[src/rtl/ivt_pkg.sv]
package ivt_pkg;

  localparam int OFF_CTRL   = 'h00;
  localparam int OFF_CFG    = 'h04;
  localparam int OFF_PER_LO = 'h08;
  localparam int OFF_PER_HI = 'h0C;
  localparam int OFF_IEN    = 'h10;
  localparam int OFF_STAT   = 'h1C;
  localparam int OFF_CNT_LO = 'h20;
  localparam int OFF_CNT_HI = 'h24;

  localparam int CTRL_GO_BIT   = 0;
  localparam int CTRL_SRST_BIT = 8;
  localparam int CFG_CONT_BIT  = 0;
  localparam int CFG_ALT_BIT   = 3;
  localparam int CFG_DIV_LSB   = 8;
  localparam int DIV_W         = 4;

  typedef struct packed {
    logic [DIV_W-1:0] div;
    logic             alt;
    logic             cont;
  } cfg_t;

endpackage

[src/rtl/ivt_regs.sv]
module ivt_regs
  import ivt_pkg::*;
#(
  parameter int WORD_W = 32,
  parameter int ADDR_W = 8,
  localparam int CNT_W = 2 * WORD_W
) (
  input  logic              clk,
  input  logic              rst_n,
  input  logic [ADDR_W-1:0] bus_addr,
  input  logic              bus_wr,
  input  logic [WORD_W-1:0] bus_wdata,
  input  logic              bus_rd,
  output logic [WORD_W-1:0] bus_rdata,
  input  logic [CNT_W-1:0]  cnt,
  input  logic              running,
  input  logic              elapse,
  output cfg_t              cfg,
  output logic [CNT_W-1:0]  period,
  output logic              ien,
  output logic              stat,
  output logic              go_req,
  output logic              srst_req
);

  logic [WORD_W-1:0] shadow_q;
  logic [WORD_W-1:0] rd_val;
  logic              hit_ctrl, hit_cfg, hit_plo, hit_phi, hit_ien;
  logic              hit_stat, hit_clo, hit_chi;

  assign hit_ctrl = bus_addr == ADDR_W'(OFF_CTRL);
  assign hit_cfg  = bus_addr == ADDR_W'(OFF_CFG);
  assign hit_plo  = bus_addr == ADDR_W'(OFF_PER_LO);
  assign hit_phi  = bus_addr == ADDR_W'(OFF_PER_HI);
  assign hit_ien  = bus_addr == ADDR_W'(OFF_IEN);
  assign hit_stat = bus_addr == ADDR_W'(OFF_STAT);
  assign hit_clo  = bus_addr == ADDR_W'(OFF_CNT_LO);
  assign hit_chi  = bus_addr == ADDR_W'(OFF_CNT_HI);

  // Soft reset outranks start when both bits arrive together
  assign srst_req = bus_wr && hit_ctrl && bus_wdata[CTRL_SRST_BIT];
  assign go_req   = bus_wr && hit_ctrl && bus_wdata[CTRL_GO_BIT] && !bus_wdata[CTRL_SRST_BIT];

  // Configuration and enable: cleared by soft reset
  always_ff @(posedge clk or negedge rst_n) begin
    if (!rst_n) begin
      cfg <= '0;
      ien <= 1'b0;
    end else if (srst_req) begin
      cfg <= '0;
      ien <= 1'b0;
    end else if (bus_wr) begin
      if (hit_cfg) begin
        cfg.cont <= bus_wdata[CFG_CONT_BIT];
        cfg.alt  <= bus_wdata[CFG_ALT_BIT];
        cfg.div  <= bus_wdata[CFG_DIV_LSB +: DIV_W];
      end
      if (hit_ien) ien <= bus_wdata[0];
    end
  end

  // Period words survive soft reset
  always_ff @(posedge clk or negedge rst_n) begin
    if (!rst_n) begin
      period <= '0;
    end else if (bus_wr) begin
      if (hit_plo) period[WORD_W-1:0]     <= bus_wdata;
      if (hit_phi) period[CNT_W-1:WORD_W] <= bus_wdata;
    end
  end

  // Pending flag: new elapse beats the read-clear
  always_ff @(posedge clk or negedge rst_n) begin
    if (!rst_n)                  stat <= 1'b0;
    else if (srst_req)           stat <= 1'b0;
    else if (elapse)             stat <= 1'b1;
    else if (bus_rd && hit_stat) stat <= 1'b0;
  end

  // High half captured by a low-word read
  always_ff @(posedge clk or negedge rst_n) begin
    if (!rst_n)                 shadow_q <= '0;
    else if (bus_rd && hit_clo) shadow_q <= cnt[CNT_W-1:WORD_W];
  end

  always_comb begin
    rd_val = '0;
    unique case (1'b1)
      hit_ctrl: rd_val[CTRL_GO_BIT] = running;
      hit_cfg: begin
        rd_val[CFG_CONT_BIT]             = cfg.cont;
        rd_val[CFG_ALT_BIT]              = cfg.alt;
        rd_val[CFG_DIV_LSB +: DIV_W]     = cfg.div;
      end
      hit_plo:  rd_val = period[WORD_W-1:0];
      hit_phi:  rd_val = period[CNT_W-1:WORD_W];
      hit_ien:  rd_val[0] = ien;
      hit_stat: rd_val[0] = stat;
      hit_clo:  rd_val = cnt[WORD_W-1:0];
      hit_chi:  rd_val = shadow_q;
      default:  rd_val = '0;
    endcase
  end

  always_ff @(posedge clk or negedge rst_n) begin
    if (!rst_n)      bus_rdata <= '0;
    else if (bus_rd) bus_rdata <= rd_val;
  end

endmodule

[src/rtl/ivt_prescale.sv]
module ivt_prescale
  import ivt_pkg::*;
(
  input  logic             clk,
  input  logic             rst_n,
  input  logic             run,
  input  logic             use_alt,
  input  logic             alt_tick,
  input  logic [DIV_W-1:0] div,
  input  logic             srst,
  output logic             tick
);

  logic [DIV_W-1:0] phase_q;
  logic             src;

  assign src  = use_alt ? alt_tick : 1'b1;
  assign tick = run && src && (phase_q == div);

  always_ff @(posedge clk or negedge rst_n) begin
    if (!rst_n)          phase_q <= '0;
    else if (srst)       phase_q <= '0;
    else if (run && src) phase_q <= (phase_q == div) ? '0 : phase_q + 1'b1;
  end

endmodule

[src/rtl/ivt_counter.sv]
module ivt_counter #(
  parameter int CNT_W = 64
) (
  input  logic             clk,
  input  logic             rst_n,
  input  logic             tick,
  input  logic [CNT_W-1:0] period,
  input  logic             cont,
  input  logic             go,
  input  logic             srst,
  output logic [CNT_W-1:0] cnt,
  output logic             running,
  output logic             elapse
);

  logic [CNT_W-1:0] nxt;

  assign nxt    = cnt + 1'b1;
  assign elapse = tick && (nxt == period);

  always_ff @(posedge clk or negedge rst_n) begin
    if (!rst_n)      cnt <= '0;
    else if (srst)   cnt <= '0;
    else if (elapse) cnt <= '0;
    else if (tick)   cnt <= nxt;
  end

  always_ff @(posedge clk or negedge rst_n) begin
    if (!rst_n)                 running <= 1'b0;
    else if (srst)              running <= 1'b0;
    else if (go)                running <= 1'b1;
    else if (elapse && !cont)   running <= 1'b0;
  end

endmodule

[src/rtl/ivt_timer.sv]
module ivt_timer
  import ivt_pkg::*;
#(
  parameter int WORD_W = 32,
  parameter int ADDR_W = 8
) (
  input  logic              clk,
  input  logic              rst_n,
  input  logic              alt_tick,
  input  logic [ADDR_W-1:0] bus_addr,
  input  logic              bus_wr,
  input  logic [WORD_W-1:0] bus_wdata,
  input  logic              bus_rd,
  output logic [WORD_W-1:0] bus_rdata,
  output logic              irq
);

  localparam int CNT_W = 2 * WORD_W;

  cfg_t             cfg_q;
  logic [CNT_W-1:0] period_q;
  logic [CNT_W-1:0] cnt_q;
  logic             ien_q, stat_q, run_q, elapse_w;
  logic             go_w, srst_w, tick_w, cont_w;

  assign cont_w = cfg_q.cont;

  ivt_regs #(.WORD_W(WORD_W), .ADDR_W(ADDR_W)) u_regs (
    .clk(clk), .rst_n(rst_n),
    .bus_addr(bus_addr), .bus_wr(bus_wr), .bus_wdata(bus_wdata),
    .bus_rd(bus_rd), .bus_rdata(bus_rdata),
    .cnt(cnt_q), .running(run_q), .elapse(elapse_w),
    .cfg(cfg_q), .period(period_q), .ien(ien_q), .stat(stat_q),
    .go_req(go_w), .srst_req(srst_w)
  );

  ivt_prescale u_pre (
    .clk(clk), .rst_n(rst_n), .run(run_q), .use_alt(cfg_q.alt),
    .alt_tick(alt_tick), .div(cfg_q.div), .srst(srst_w), .tick(tick_w)
  );

  ivt_counter #(.CNT_W(CNT_W)) u_cnt (
    .clk(clk), .rst_n(rst_n), .tick(tick_w), .period(period_q),
    .cont(cont_w), .go(go_w), .srst(srst_w),
    .cnt(cnt_q), .running(run_q), .elapse(elapse_w)
  );

  assign irq = stat_q && ien_q;

endmodule

[config.mk]
export PLATFORM = sky130hd
export DESIGN_NAME = ivt_timer
export DESIGN_NICKNAME = d
export VERILOG_FILES = /design/src/rtl/ivt_pkg.sv /design/src/rtl/ivt_regs.sv /design/src/rtl/ivt_prescale.sv /design/src/rtl/ivt_counter.sv /design/src/rtl/ivt_timer.sv
export SDC_FILE = /design/constraint.sdc
export NUM_CORES = 1
export LEC_CHECK = 0
export BUFFER_PORTS_ARGS = -buffer_cell sky130_fd_sc_hd__buf_4
export CAP_MARGIN = 20
export CORE_MARGIN = 2
export CORE_UTILIZATION = 31
export CTS_CLUSTER_SIZE = 20
export DETAILED_ROUTE_END_ITERATION = 6
export HOLD_SLACK_MARGIN = 0.12
export SKIP_CTS_REPAIR_TIMING = 1
export SLEW_MARGIN = 10
export SYNTH_ARGS = -nofsm -noshare
export SYNTH_HDL_FRONTEND = slang
export SYNTH_SLANG_ARGS = --single-unit
[constraint.sdc]
create_clock -name clk -period 4.5 [get_ports clk]
set_clock_uncertainty 0.15 [all_clocks]
set_input_delay 1.125 -clock clk [delete_from_list [all_inputs] [get_ports clk]]
set_output_delay 1.125 -clock clk [all_outputs]
set_load 0.01 [all_outputs]
==> impl_metrics.yaml <==
status:
  status: "finished, final reports clean"
worst_hold_path:
  hold_end: "u_regs.shadow_q[28]$_DFFE_PN0P_"
  hp-class: "flop to flop"
  holdCritStartpoint: "u_regs.shadow_q[28]$_DFFE_PN0P_"
  hold-path-cell-count: 2
cells_and_area:
  layout_commonest_cell: "dfrtp_1"
  final_nets: 1374
  antennaDiodeCount: 0
  drive_above_1_share_pct: 24.4
  fill_cells: 3911
  final_util_pct: 37.0
  area_growth_pct: 18.5
  finalNonFillerCells: 1861
  mostFrequentLayoutCells: "dfrtp_1 (205), buf_4 (149), nor2_1 (100)"
  finalInstanceArea_um2: 14200
cts:
  cts-root-buf: "clkbuf_16"
  cts_tree: "built"
  numCtsBuffers: 25
  path_clk_slew_ns: 0.06
  htreeDepth: 1
  cts_buffer_depth: 3
  clock_sinks: 205
  clk_latency_ns: 0.56
flow_run:
  max-cap-violations: 0
power:
  power_density_nw_per_um2: 304
  p_leak_nw: 6.09
  irDropWorstVdd_v: 0.000255
  power_mw: 4.33
placed_design:
  dp_cells: 1818
  place.gp.congestion: 0.993
  place_area_um2: 13400
  hpwl_mm: 36.5
  port-buffer-count: 77
global_route:
  grt_use_total_pct: 23.7
  gr-total-overflow: 0
  grt_pass1_wl_mm: 71.2
  grt_pass1_vias: 10400
  antenna_found_initial: 0
  grt_max_degree: 74
timing:
  maxSlewViolCount: 0
  finalSetupViolCount: 0
  relSlewSlack_pct: 35.3
  max_freq_ghz: 0.229
  period_minus_slack_ns: 4.36
  finalHoldViolations: 0
  worst_pin_slew_ns: 0.970
  final.period_utilization_pct: 97.0
  setup_tns_ns: 0
  rsz0062_at_grt: "false"
synthesis:
  syn_area_um2: 12000
  netlist.area_leader.share_pct: 42.7
  ys_types: 73
  postSynthAreaPerCell_um2: 9.68
  synth_edf_count: 0
  ys_seq_area_share_pct: 42.7
  yosys_warnings: 0
  synth_seq_cells: 205
  yosys.area.top_type: "dfrtp_1"
  async_flop_share_pct: 100
  synthCells: 1242
  synth_nets: 1289
  ys.flop_type: "dfrtp_1"
  synthTopCellsByArea: "dfrtp_1 (43%), mux2_2 (8.8%), xnor2_1 (6.1%), xor2_1 (4.7%), nor2_1 (3.3%)"
worst_setup_path:
  r2r_start: "u_cnt.cnt[39]$_DFFE_PN0P_"
  critPathMaxFanout: 21
  rrSetupSlack_ns: 0.14
  reg2reg_to: "u_cnt.cnt[55]$_DFFE_PN0P_"
  end_kind: "flop"
  crit_arrival_ns: 4.63
  required_ns: 4.77
  setup.worst_path.start_class: "flop"
  worstSetupPathType: "flop to flop"
  ff2ff_path_depth: 11
die:
  dieArea_um2: 40400
  die-width_um: 201
  io_pins: 78
  core_um2: 38500
  rows: 72
  chipHeight_um: 201
  initial_utilization_pct: 31.2
detailed_routing:
  detail_route.wl_per_cell_um: 26.0
  drc_errors: 0
  dr.first_iter.drc_count: 801
  firstDrtPassIters: 5
  wl_mm: 48.3
  drtAntennaViolNets: 0
  vias_per_cell: 5.61
  vias: 10400
## worst max-delay path: stages (launching register included)
cell	delay, ns
dfrtp_1	0.56
nand3_1	0.39
or4_1	0.74
nor4b_1	0.59
buf_4	0.23
xnor2_1	0.21
o2111ai_1	0.18
nor4_1	0.30
nand4_1	0.27
o21bai_4	0.30
buf_12	0.22
nor2_1	0.06
## synthesized netlist by cell type (all sizes together), types with 9 or more instances
cell	n
a21oi	23
a22o	29
a221oi	29
nor4	33
nand4	54
xor2	64
xnor2	84
nor3	36
dfrtp	205
or4	14
clkbuf	48
buf	48
o21ai	17
nor2	125
nand3	53
mux2	94
a31oi	9
and3	27
and4	13
inv	37
o22ai	30
nand2	86
## area by class of cell
cell class	instances	area [um2]	share of cell area, %
flip-flops and latches	205	5130	36.0
clock buffers	35	723	5.08
multi-input cells	904	6310	44.3
clock inverters	8	80.1	0.562
well taps	518	648	4.55
inverters	37	139	0.975
repair buffers	154	1210	8.52
## layer usage
layer / GRT usage [%] / wire, um / up-vias
li1: - / - / 4674
met1: 33.4 / 22100 / 5317
met2: 38.1 / 22100 / 379
met3: 3.02 / 2850 / 66
met4: 6.88 / 1250 / 0
met5: 0 / 0 / -
## report_power, final
part | internal (mW) | switching (mW)
clock | 1.17 | 0.820
sequential | 1.90 | 0.0691
combinational | 0.157 | 0.217
total | 3.23 | 1.11
## sequential cells by signal, indices dropped and copies added (netlist names)
register and flops:
u_cnt.cnt 64, u_regs.period 64, u_regs.bus_rdata 32, u_regs.shadow_q 32, u_regs.cfg 6, u_pre.phase_q 4
u_cnt.running 1, u_regs.ien 1, u_regs.stat 1
## worst max path at each step
| stage | from | endpoint | slack [ns] | depth (start not counted) |
|---|---|---|---|---|
| floorplan | u_cnt.cnt[43]$_DFFE_PN0P_ | u_cnt.cnt[18]$_DFFE_PN0P_ | 1.19 | 12 |
| global placement | u_cnt.cnt[39]$_DFFE_PN0P_ | u_cnt.cnt[14]$_DFFE_PN0P_ | 0.20 | 10 |
| detailed placement | u_cnt.cnt[39]$_DFFE_PN0P_ | u_cnt.cnt[9]$_DFFE_PN0P_ | 0.22 | 10 |
| CTS | u_cnt.cnt[39]$_DFFE_PN0P_ | u_cnt.cnt[55]$_DFFE_PN0P_ | 0.20 | 10 |
| global route | u_cnt.cnt[39]$_DFFE_PN0P_ | u_cnt.cnt[61]$_DFFE_PN0P_ | 0.05 | 11 |
| finish | u_cnt.cnt[39]$_DFFE_PN0P_ | u_cnt.cnt[55]$_DFFE_PN0P_ | 0.14 | 11 |
## stage by stage
step,worst slack [ns],hold WS (ns)
global route,0.0477,0.351
finish,0.137,0.335
detailed placement,0.216,0.323
global placement,0.196,0.313
CTS,0.197,0.336
floorplan,1.19,0.301
## kinds of logic after synthesis
| family | after synthesis | synth area share, % |
|---|---|---|
| flip-flops | 205 | 42.7 |
| AO/OA/AOI/OAI | 183 | 11.5 |
| adder cells (fa/ha/maj) | 2 | 0.208 |
| multiplexers | 97 | 9.06 |
| XOR/XNOR | 148 | 10.8 |
| AND/OR/NAND/NOR | 474 | 20.9 |
| buffers and inverters | 133 | 4.95 |
(Power assumes the default switching activity.)
